===== config.mk =====
export PLATFORM = sky130hd
export DESIGN_NAME = crc8_serial
export DESIGN_NICKNAME = d
export VERILOG_FILES = /design/src/rtl/crc8_serial_pkg.sv /design/src/rtl/crc8_lfsr_next.sv /design/src/rtl/crc8_rem_reg.sv /design/src/rtl/crc8_verdict.sv /design/src/rtl/crc8_serial.sv
export SDC_FILE = /design/constraint.sdc
export NUM_CORES = 1
export LEC_CHECK = 0
export BUFFER_PORTS_ARGS = -buffer_cell sky130_fd_sc_hd__buf_2
export CORE_MARGIN = 2
export CORE_UTILIZATION = 29
export DETAILED_ROUTE_END_ITERATION = 6
export GPL_ROUTABILITY_DRIVEN = 0
export SYNTH_ARGS = -nofsm -noshare
export SYNTH_HDL_FRONTEND = slang
export SYNTH_HIERARCHICAL = 1
export SYNTH_SLANG_ARGS = --single-unit

===== constraint.sdc =====
create_clock -name clk -period 1.54 [get_ports clk]
set_clock_uncertainty 0.1 [all_clocks]
set_input_delay 0.308 -clock clk [delete_from_list [all_inputs] [get_ports clk]]
set_output_delay 0.308 -clock clk [all_outputs]
set_load 0.03 [all_outputs]

===== src/rtl/crc8_serial_pkg.sv =====
package crc8_serial_pkg;
  localparam int unsigned CRC_W = 8;
  localparam logic [CRC_W:0] GEN_POLY = 9'h113;
  typedef enum logic {MODE_GEN = 1'b0, MODE_CHK = 1'b1} crc_mode_e;
endpackage


===== src/rtl/crc8_lfsr_next.sv =====
module crc8_lfsr_next #(
  parameter int unsigned W = 8,
  parameter logic [W:0] POLY = 9'h113
) (
  input  logic [W-1:0] cur,
  input  logic         din,
  output logic [W-1:0] nxt
);
  logic fb;
  assign fb = cur[W-1] ^ din;

  for (genvar i = 0; i < W; i++) begin : g_tap
    if (i == 0) begin : g_lsb
      assign nxt[0] = POLY[0] & fb;
    end else begin : g_mid
      assign nxt[i] = cur[i-1] ^ (POLY[i] & fb);
    end
  end
endmodule


===== src/rtl/crc8_rem_reg.sv =====
module crc8_rem_reg #(
  parameter int unsigned W = 8,
  parameter logic [W:0] POLY = 9'h113
) (
  input  logic         clk,
  input  logic         rst,
  input  logic         clr,
  input  logic         bit_vld,
  input  logic         bit_in,
  output logic [W-1:0] rem_q
);
  logic [W-1:0] rem_nxt;

  crc8_lfsr_next #(.W(W), .POLY(POLY)) u_next (
    .cur (rem_q),
    .din (bit_in),
    .nxt (rem_nxt)
  );

  always_ff @(posedge clk) begin
    if (rst || clr) rem_q <= '0;
    else if (bit_vld) rem_q <= rem_nxt;
  end


  rst_zero_chk: assert property (@(posedge clk) rst |=> (rem_q == '0));

  clr_zero_chk: assert property (@(posedge clk) disable iff (rst) clr |=> (rem_q == '0));

  idle_hold_chk: assert property (@(posedge clk) disable iff (rst)
    (!clr && !bit_vld) |=> $stable(rem_q));
endmodule


===== src/rtl/crc8_verdict.sv =====
module crc8_verdict #(
  parameter int unsigned W = 8
) (
  input  logic         clk,
  input  logic         rst,
  input  logic         clr,
  input  logic         chk_done,
  input  logic         mode,
  input  logic [W-1:0] rem,
  output logic         ok_q
);
  import crc8_serial_pkg::*;
  crc_mode_e mode_e;
  assign mode_e = crc_mode_e'(mode);

  always_ff @(posedge clk) begin
    if (rst || clr) ok_q <= 1'b0;
    else if (chk_done) ok_q <= (mode_e == MODE_CHK) && (rem == '0);
  end


  pass_chk: assert property (@(posedge clk) disable iff (rst)
    (chk_done && mode && !clr && rem == '0) |=> ok_q);

  fail_chk: assert property (@(posedge clk) disable iff (rst)
    (chk_done && !clr && rem != '0) |=> !ok_q);

  gen_mode_chk: assert property (@(posedge clk) disable iff (rst)
    (chk_done && !mode) |=> !ok_q);

  ok_hold_chk: assert property (@(posedge clk) disable iff (rst)
    (!chk_done && !clr) |=> $stable(ok_q));
endmodule


===== src/rtl/crc8_serial.sv =====
module crc8_serial
  import crc8_serial_pkg::*;
#(
  parameter int unsigned W = CRC_W,
  parameter logic [W:0] POLY = GEN_POLY
) (
  input  logic         clk,
  input  logic         rst,
  input  logic         frame_clr,
  input  logic         bit_vld,
  input  logic         bit_in,
  input  logic         chk_mode,
  input  logic         chk_done,
  output logic [W-1:0] crc_out,
  output logic         crc_ok
);
  logic [W-1:0] rem;

  crc8_rem_reg #(.W(W), .POLY(POLY)) u_rem (
    .clk     (clk),
    .rst     (rst),
    .clr     (frame_clr),
    .bit_vld (bit_vld),
    .bit_in  (bit_in),
    .rem_q   (rem)
  );

  crc8_verdict #(.W(W)) u_verdict (
    .clk      (clk),
    .rst      (rst),
    .clr      (frame_clr),
    .chk_done (chk_done),
    .mode     (chk_mode),
    .rem      (rem),
    .ok_q     (crc_ok)
  );

  assign crc_out = rem;
endmodule


Word level (Yosys, flattened, before mapping)
Cells that the tools add are included.
{"block": "totals", "ramBits": 0, "mem_count": 0, "ff_bits": 9, "wordCells": 8, "latch_bits": 0, "inputBits": 7, "rom_bits": 0}
{"block": "classes", "addsub": 0, "mux": 0, "reduce_logical": 3, "magnitude_cmp": 0, "n_eq_ne": 0, "bitwise": 3, "n_shift": 0, "div_mod_pow": 0, "multipliers": 0}
{"op": "logical NOT 8 bit", "n": 1}
{"op": "XOR 1 bit", "n": 3}
{"op": "logical AND 1 bit", "n": 1}
{"op": "logical OR 1 bit", "n": 1}

Depth between registers and ports, before layout
Gate-level depths: netlist of the first run.
{"block": "depth", "ltp_word": 2, "mapped_depth": 4, "mapped_depth_nobuf": 3}

Modules after synthesis
The synthesis of the first run kept the hierarchy.
{"module": "crc8_rem_reg", "area_per_inst_um2": 295.3, "instances": 1, "cells_each": 27}
{"module": "crc8_lfsr_next", "area_per_inst_um2": 101.3, "instances": 1, "cells_each": 9}
{"module": "crc8_verdict", "area_per_inst_um2": 68.8, "instances": 1, "cells_each": 7}

Worst setup path before layout of the first run
Ideal clock, no wire load.
{"block": "synth_path", "path_kind": "reg2reg", "start": "register u_rem.rem_q[7]", "end": "register u_rem.rem_q[1]", "required_ns": 1.325, "setup_ns": 0.115, "slack_ns": 0.171, "n_path_buf": 0, "path_stages_with_launch": 4, "t_arrival_ns": 1.154, "cell_sequence": "dfxtp_1 > xor3_1 > mux2i_1 > nor2_1"}
{"block": "synth_between", "elab_chain_len": 2}
{"item": "start, declared", "line": "crc8_rem_reg.sv:10", "source": "output logic [W-1:0] rem_q"}
{"item": "start signal, assigned", "line": "crc8_rem_reg.sv:22", "source": "else if (bit_vld) rem_q <= rem_nxt;"}
{"item": "XOR 1 bit", "line": "crc8_lfsr_next.sv:10", "source": "assign fb = cur[W-1] ^ din;"}
{"item": "XOR 1 bit", "line": "crc8_lfsr_next.sv:16", "source": "assign nxt[i] = cur[i-1] ^ (POLY[i] & fb);"}
{"item": "named net u_rem.rem_nxt[1]", "line": "crc8_rem_reg.sv:12", "source": "logic [W-1:0] rem_nxt;"}
The timed path passes the listed nets, and every way through them passes these cells.
A chain may end at the register's enable or synchronous reset.

Worst setup path in the final report of the first run
{"block": "layout_path", "start": "register u_rem.rem_q[7]", "end": "output crc_out[7]"}
{"item": "end, declared", "line": "crc8_serial.sv:14", "source": "output logic [W-1:0] crc_out,"}
No word-level cell between the ends.

==> results of run 1 <==
## area by class of cell
| cell class | count | area [um^2] | area share |
|---|---|---|---|
| Tap cell | 16 | 20.02 | 0.03828 |
| Sequential cell | 9 | 180.2 | 0.3445 |
| Multi-Input combinational cell | 26 | 221.5 | 0.4234 |
| Clock buffer | 4 | 26.28 | 0.05024 |
| Timing Repair Buffer | 15 | 75.07 | 0.1435 |
## stage by stage
step	std cells	total power, mW	hold WS (ns)	instance area, um^2	utilization
2_1_floorplan	43	0.2922	0.2726	465.4	-
3_3_place_gp	66	0.3000	0.3712	496.7	0.3297
3_5_place_dp	66	0.3014	0.3758	496.7	0.3297
4_1_cts	70	0.4815	0.1078	523.0	0.3472
5_1_grt	70	0.4949	0.1040	523.0	0.3472
6_report	70	0.4753	0.1124	523.0	0.3472
## Yosys cell counts (all sizes together)
library cell,number
buf,8
a211oi,1
nor4b,1
nor3,1
dfxtp,9
xor3,2
xor2,1
nand4,1
mux2i,8
nor2,9
nand2b,1
or2,1
## power by group through the flow
stage	clock network (mW)	registers [mW]	logic, mW
floorplan	0	0.254	0.0386
global placement	0	0.246	0.0539
detailed placement	0	0.246	0.0553
CTS	0.185	0.241	0.0554
global route	0.195	0.241	0.0590
finish	0.180	0.241	0.0546
## routing by layer
metal,routed length (um),up-vias
met4,23,0
met2,428,10
met5,0,-
met1,370,158
met3,40,2
li1,-,164
## sequential cells by signal, indices dropped and copies added, names as in the netlist
| name | flops |
|---|---|
| u_verdict/ok_q | 1 |
| u_rem/rem_q | 8 |
## kinds of logic after synthesis
group                  Yosys count
multiplexers                     8
AND/OR/NAND/NOR                 14
XOR/XNOR                         3
buffers and inverters            8
flip-flops                       9
AO/OA/AOI/OAI                    1
## worst max path at each step
stage	startpoint	endpoint	slack (ns)	cells after the start
floorplan	u_rem/rem_q[7]$_SDFFE_PP0P_	u_rem/rem_q[1]$_SDFFE_PP0P_	0.17	3
finish	u_rem/rem_q[7]$_SDFFE_PP0P_	crc_out[7]	0.15	1
CTS	u_rem/rem_q[7]$_SDFFE_PP0P_	crc_out[7]	0.12	1
detailed placement	u_rem/rem_q[7]$_SDFFE_PP0P_	u_rem/rem_q[4]$_SDFFE_PP0P_	0.27	3
global route	u_rem/rem_q[7]$_SDFFE_PP0P_	crc_out[7]	0.09	1
global placement	bit_in	u_rem/rem_q[4]$_SDFFE_PP0P_	0.30	4
==> metrics, run 1 <==
reg2reg setup slack 0.28 ns; RSZ-0062 raised after global routing no; Die Ht 44.06 um; Crit path max-delay family flip-flops; XOR/XNOR Fraction of Synth Area 0.1210; core footprint 1506 um^2; die area 1941 um^2; worst endpoint data arrival time 0.99 ns; Switching Share 0.2354; Critical Path Start Type flip-flop; Worst-path clk slew 0.06 ns; Min-Delay Endpoint u_verdict/ok_q$_SDFFE_PP0P_; Clk network pwr share 0.378; total grt overflow 0; hold_sp rst; Fill cells 167; Buf/Inv on CP 1; most frequent cells in the layout 15 x buf_2, 9 x nor2_1, 9 x dfxtp_1, 8 x mux2i_1, 3 x clkbuf_4; complex-gate fraction of the synthesized area 0.02688; drc violations 0; maxcap violations 0; status finished clean; IO Count 16; number of global-route vias before repair 303; post-synth top area share 0.3871; Reg power frac 0.507; Syn-to-layout area delta 12.37%; post_cts resized 0; Crit Path Max Fanout 6; DR WL/cell 12.31 um; routed via count 334; Starting DRT DRC Count 1; Die Width 44.06 um; CP required 1.13 ns; Setup WS post-layout 0.1460 ns; Place WS 0.2723 ns; dominant cells by area after synthesis dfxtp_1 39%, mux2i_1 17%, buf_4 11%, xor3_1 10%, nor2_1 7.3%; Final setup violation count 0; post-synthesis simple-gate area fraction 0.1559; row cnt 14; met2 global-route usage 0.1588; Adder-Cell Fraction of Synth Area 0; path depth of the worst reg2reg path 3; kind of critical path flip-flop to output port; Final period util 0.9052; Mapped Cells 43; initial antenna violation count 0; largest family of logic cells by synthesized area multiplexers; fraction of layout cells with a size suffix above 1 0.3704; Syn Std Cell Area 465.4 um^2; leakage 0.2498 nW; critical path's slowest cell dfxtp_1; gr busiest metal met2; post-CTS setup buffer count 0; Crit. End Element output port; fraction of synthesized area in multiplexers 0.1720; vias per cell 4.771; Tightest Pin Transition 0.2754 ns; post-route ant nets 0; cts hold-fix bufs 0; Port Buf Inserts 15; Power Density 908.8 nW/um^2; max-slew violations 0; worst hold path depth 2; min Tclk post-route 1.394 ns; final hold vios 0; largest area contributor in the netlist dfxtp_1; clk sinks 9; total number of yosys warnings 6; cts bufs inserted 3; clk buf depth 2; grt met1 use 0.1008; Tot GR Track Use 0.09983; Worst-Skew Late Latency 0.26 ns; max_slew headroom 0.8164; H-tree depth 1; crit-path cells buf_2; slowest stage delay, CP 0.47 ns; # nets final 62; First-pass DRT Iterations 4; syn_nets 50; commonest non-fill, non-tap cell in the layout buf_2; drt total wl 862 um; ant diodes 0; Worst R2R End u_rem/rem_q[4]$_SDFFE_PP0P_; met3 Resource Use GR 0.01224; Initial Util 0.3090; CTS root buffer clkbuf_4; CTS tree done; Syn Area/Cell 10.82 um^2; f_max 717.3 MHz; r2r startpoint u_rem/rem_q[7]$_SDFFE_PP0P_; Peak VDD IR 0.2692 mV; Pint 0.3634 mW; first-pass GRT wire length 1290 um; register bit total from synthesis 9; worst hold path type primary input to flip-flop; largest net degree at the start of global routing 9; Psw 0.1119 mW; Cell variety after synth 13; setup_tns 0 ns; Seq/Total Area, Yosys 0.3871; Combinational Power Share 0.115
No activity file was read; power rests on OpenSTA's default activity.
==> run 2, diff against run 1 <==
--- a/config.mk
+++ b/config.mk
@@ -6,9 +6,10 @@
 export NUM_CORES = 1
 export LEC_CHECK = 0
 export BUFFER_PORTS_ARGS = -buffer_cell sky130_fd_sc_hd__buf_2
-export CORE_MARGIN = 2
-export CORE_UTILIZATION = 29
+export CAP_MARGIN = 20
+export CORE_AREA = 2 2 39 41
 export DETAILED_ROUTE_END_ITERATION = 6
+export DIE_AREA = 0 0 41 43
 export GPL_ROUTABILITY_DRIVEN = 0
 export SYNTH_ARGS = -nofsm -noshare
 export SYNTH_HDL_FRONTEND = slang
==> metrics, run 2 (synthesized netlist as in run 1, its figures left out) <==
Syn-to-layout area delta 12.37%; Final period util 0.8968; most frequent cells in the layout 15 x buf_2, 9 x nor2_1, 9 x dfxtp_1, 8 x mux2i_1, 3 x clkbuf_4; Starting DRT DRC Count 3; Tot GR Track Use 0.08862; Psw 0.1123 mW; CTS tree done; Combinational Power Share 0.113; worst endpoint data arrival time 0.97 ns; Fill cells 151; Die Width 41 um; # nets final 62; placed insts 66; total grt overflow 0; H-tree depth 1; Final setup violation count 0; Clk network pwr share 0.381; drt total wl 749 um; first-pass GRT wire length 1028 um; Crit. End Element output port; Worst-path clk slew 0.07 ns; leakage 0.2498 nW; die area 1763 um^2; slowest stage delay, CP 0.46 ns; number of global-route vias before repair 282; status finished clean; Buf/Inv on CP 1; Multi-input gate area 221.5 um^2; Crit Path Max Fanout 6; Pint 0.3633 mW; DR WL/cell 10.70 um; maxcap violations 0; max-slew violations 0; Switching Share 0.2361; f_max 724.1 MHz; Reg power frac 0.506; top flop regs u_rem/rem_q (8), u_verdict/ok_q (1); worst hold path depth 2; Initial Util 0.3363; critical path's slowest cell dfxtp_1; Tightest Pin Transition 0.2964 ns; clk sinks 9; RSZ-0062 raised after global routing no; Power Density 909.3 nW/um^2; CP required 1.13 ns; kind of critical path flip-flop to output port; ant diodes 0; commonest non-fill, non-tap cell in the layout buf_2; First-pass DRT Iterations 4; drc violations 0; setup_tns 0 ns; final hold vios 0; fraction of layout cells with a size suffix above 1 0.3704; post_cts resized 0; crit-path cells buf_2; max reg flops 8; min Tclk post-route 1.381 ns; worst hold path type primary input to flip-flop; Most flops, register u_rem/rem_q; max_slew headroom 0.8024; Port Buf Inserts 15; path depth of the worst reg2reg path 3; routed via count 312; Worst-Skew Late Latency 0.26 ns; vias per cell 4.457; final non-filler cell total 70; Critical Path Start Type flip-flop; post-route ant nets 0; CTS root buffer clkbuf_4; initial antenna violation count 0; Crit path max-delay family flip-flops; register area 180.2 um^2; row cnt 14; largest net degree at the start of global routing 9; clk buf depth 2; Die Ht 43 um; post-CTS setup buffer count 0; Critical Path Stages 1; core footprint 1384 um^2; cts bufs inserted 3; Peak VDD IR 0.4057 mV; Final Util 0.3779; IO Count 16; cts hold-fix bufs 0
run 2: cell counts in the layout (fill, tap and decap cells not counted):
Identical to the previous run, type by type.
run 2: power groups by stage:
stage	registers (mW)	logic (mW)	clock network, mW
floorplan	0.254	0.0386	0
global placement	0.246	0.0540	0
detailed placement	0.246	0.0539	0
CTS	0.241	0.0542	0.184
global route	0.241	0.0574	0.199
finish	0.241	0.0536	0.181
run 2: worst reg2reg max path: cells and delay by family (launching register included):
kind | cells | cell delay [ns]
mux | 1 | 0.15
simple gates | 1 | 0.05
xor+xnor | 1 | 0.35
flops | 1 | 0.46
run 2: worst paths after layout:
kind	start	to	slack, ns
hold / removal	rst	u_verdict/ok_q$_SDFFE_PP0P_	0.11
setup / recovery	u_rem/rem_q[7]$_SDFFE_PP0P_	crc_out[7]	0.16
setup reg to reg	u_rem/rem_q[7]$_SDFFE_PP0P_	u_rem/rem_q[4]$_SDFFE_PP0P_	0.30
hold reg to reg	u_verdict/ok_q$_SDFFE_PP0P_	u_verdict/ok_q$_SDFFE_PP0P_	0.38
run 2: per-stage QoR:
| stage | worst slack, ns | power [mW] | hold WS (ns) | cell area, um^2 |
|---|---|---|---|---|
| 2_1_floorplan | 0.1707 | 0.2922 | 0.2726 | 465.4 |
| 3_3_place_gp | 0.3137 | 0.3002 | 0.3693 | 496.7 |
| 3_5_place_dp | 0.3023 | 0.3003 | 0.3810 | 496.7 |
| 4_1_cts | 0.1446 | 0.4794 | 0.1078 | 523.0 |
| 5_1_grt | 0.09690 | 0.4977 | 0.1097 | 523.0 |
| 6_report | 0.1590 | 0.4756 | 0.1123 | 523.0 |
run 2: cell type report:
type / instances / share of cell area
multi-input combinational: 26 / 0.4234
sequential: 9 / 0.3445
timing repair buffer: 15 / 0.1435
clock buffer: 4 / 0.05024
tap: 16 / 0.03828
run 2: metal layers:
| layer | part of all wire | global-route usage | vias up | wire length [um] |
|---|---|---|---|---|
| li1 | - | - | 159 | - |
| met1 | 0.47 | 0.08442 | 142 | 353 |
| met2 | 0.46 | 0.1375 | 9 | 342 |
| met3 | 0.052 | 0.01571 | 2 | 39 |
| met4 | 0.019 | 0.1000 | 0 | 14 |
| met5 | 0 | 0 | - | 0 |
==> run 3, diff against run 2 <==
--- a/config.mk
+++ b/config.mk
@@ -5,6 +5,7 @@
 export SDC_FILE = /design/constraint.sdc
 export NUM_CORES = 1
 export LEC_CHECK = 0
+export ABC_AREA = 1
 export BUFFER_PORTS_ARGS = -buffer_cell sky130_fd_sc_hd__buf_2
 export CAP_MARGIN = 20
 export CORE_AREA = 2 2 39 41
==> metrics, run 3 <==
register area 180.2 um^2; commonest non-fill, non-tap cell in the layout nor2_1; Peak VDD IR 0.3248 mV; Crit Path Max Fanout 6; largest family of logic cells by synthesized area simple AND/OR/NAND/NOR gates; Die Ht 43 um; ant diodes 0; Syn-to-layout area delta 10.05%; Syn Std Cell Area 535.5 um^2; final hold vios 0; Power Density 905.5 nW/um^2; dominant cells by area after synthesis dfxtp_1 34%, nor2_1 16%, nand2_1 15%, inv_1 9.8%, buf_4 8.4%; Adder-Cell Fraction of Synth Area 0; Crit. End Element output port; DR WL/cell 8.732 um; Final setup violation count 0; CTS tree done; Buf/Inv on CP 1; worst endpoint data arrival time 0.90 ns; CP required 1.13 ns; Final Hold Slack 0.2184 ns; total number of yosys warnings 6; slowest stage delay, CP 0.41 ns; largest area contributor in the netlist dfxtp_1; Primary FF master, synth dfxtp_1; worst hold path type primary input to flip-flop; Final Util 0.4259; fraction of layout cells with a size suffix above 1 0.2188; die area 1763 um^2; largest net degree at the start of global routing 17; leakage 0.3245 nW; Crit path max-delay family flip-flops; setup_tns 0 ns; count leader, synth nor2_1; uppermost layer routed met4; Setup WS post-layout 0.2348 ns; drc violations 0; post-synthesis simple-gate area fraction 0.4299; max-slew violations 0; CTS root buffer clkbuf_4; DR WL met2 470 um; XOR/XNOR Fraction of Synth Area 0; initial antenna violation count 0; min Tclk post-route 1.305 ns; most frequent cells in the layout 23 x nor2_1, 21 x nand2_1, 15 x buf_2, 14 x inv_1, 9 x dfxtp_1; IO Count 16; post-CTS setup buffer count 0; Design Power 0.5336 mW; cts hold-fix bufs 0; Critical Path Start Type flip-flop; H-tree depth 1; Initial Util 0.3870; status finished clean; Post-synth top cells 23 x nor2_1, 21 x nand2_1, 14 x inv_1; fraction of synthesized area in multiplexers 0; row cnt 14; drt total wl 978 um; Post-synth EDFFs 0; Place WS 0.4529 ns; maxcap violations 0; clk sinks 9; total grt overflow 0; kind of critical path flip-flop to output port; Mapped Cells 85; Fill cells 147; # nets final 104; post-synth top area share 0.3364; First-pass DRT Iterations 4; Syn Area/Cell 6.300 um^2; Tot GR Track Use 0.1341; routed via count 484; syn_nets 92; max_slew headroom 0.8175; Multi-input gate area 235.2 um^2; Final period util 0.8475; Die Width 41 um; RSZ-0062 raised after global routing no; met1 wire length 451 um; top flop regs u_rem/rem_q (8), u_verdict/ok_q (1); Worst-path clk slew 0.06 ns; post-route ant nets 0; post-detail-place hpwl 706.6 um; met3 WL 41 um; Port Buf Inserts 15; first-pass GRT wire length 1531 um; Starting DRT DRC Count 11; cts bufs inserted 3; Cell variety after synth 11; crit-path cells buf_2; Most flops, register u_rem/rem_q; core footprint 1384 um^2; f_max 766.2 MHz; clk buf depth 2; vias per cell 4.321; Worst-Skew Late Latency 0.26 ns; Tightest Pin Transition 0.2737 ns; max reg flops 8; complex-gate fraction of the synthesized area 0.009346; number of global-route vias before repair 384; Seq/Total Area, Yosys 0.3364; Post-synth ARST share 0; critical path's slowest cell dfxtp_1; post_cts resized 0; register bit total from synthesis 9
run 3: cell types whose count changed after synthesis, moves of 2 or more:
cell | previous run | this run
nand2_1 | 0 | 21
inv_1 | 0 | 14
nor2_1 | 9 | 23
mux2i_1 | 8 | 0
nand3_1 | 0 | 5
nand2_2 | 0 | 2
xor3_1 | 2 | 0
run 3: path summary, 6_finish.rpt:
kind | from | end | slack (ns) | depth (start not counted)
hold / removal | chk_done | u_verdict/ok_q$_SDFFE_PP0P_ | 0.22 | 3
setup reg to reg | u_rem/rem_q[7]$_SDFFE_PP0P_ | u_rem/rem_q[1]$_SDFFE_PP0P_ | 0.42 | 8
setup / recovery | u_rem/rem_q[7]$_SDFFE_PP0P_ | crc_out[7] | 0.23 | 1
hold reg to reg | u_rem/rem_q[6]$_SDFFE_PP0P_ | u_rem/rem_q[6]$_SDFFE_PP0P_ | 0.41 | 2
run 3: area by class of cell:
type,instances,share of cell area
inverter,14,0.08917
timing repair buffer,15,0.1274
clock buffer,4,0.04459
tap,16,0.03397
sequential,9,0.3057
multi-input combinational,54,0.3992
run 3: stage by stage:
step	instances	cell area (um^2)
after global placement	108	563.0
final	112	589.3
after CTS	112	589.3
after floorplan	85	535.5
after global routing	112	589.3
after detailed placement	108	563.0
run 3: tightest hold or removal path, stage by stage:
cell	delay (ns)
buf_2	0.08
o21ai_0	0.06
nor2_1	0.09
run 3: power by group:
| group | switching (mW) | total, mW | internal, mW |
|---|---|---|---|
| logic | 0.0628 | 0.0977 | 0.0350 |
| clock network | 0.0849 | 0.185 | 0.0999 |
| registers | 0.00918 | 0.251 | 0.242 |
run 3: logic make-up after synthesis:
family          Yosys count
flops                     9
simple gates             53
compound gates            1
buf+inv                  22
run 3: per-layer routing:
metal / up-vias / track usage
met5: - / 0
met4: 0 / 0.1200
met1: 207 / 0.1498
met2: 10 / 0.1969
li1: 265 / -
met3: 2 / 0.03141
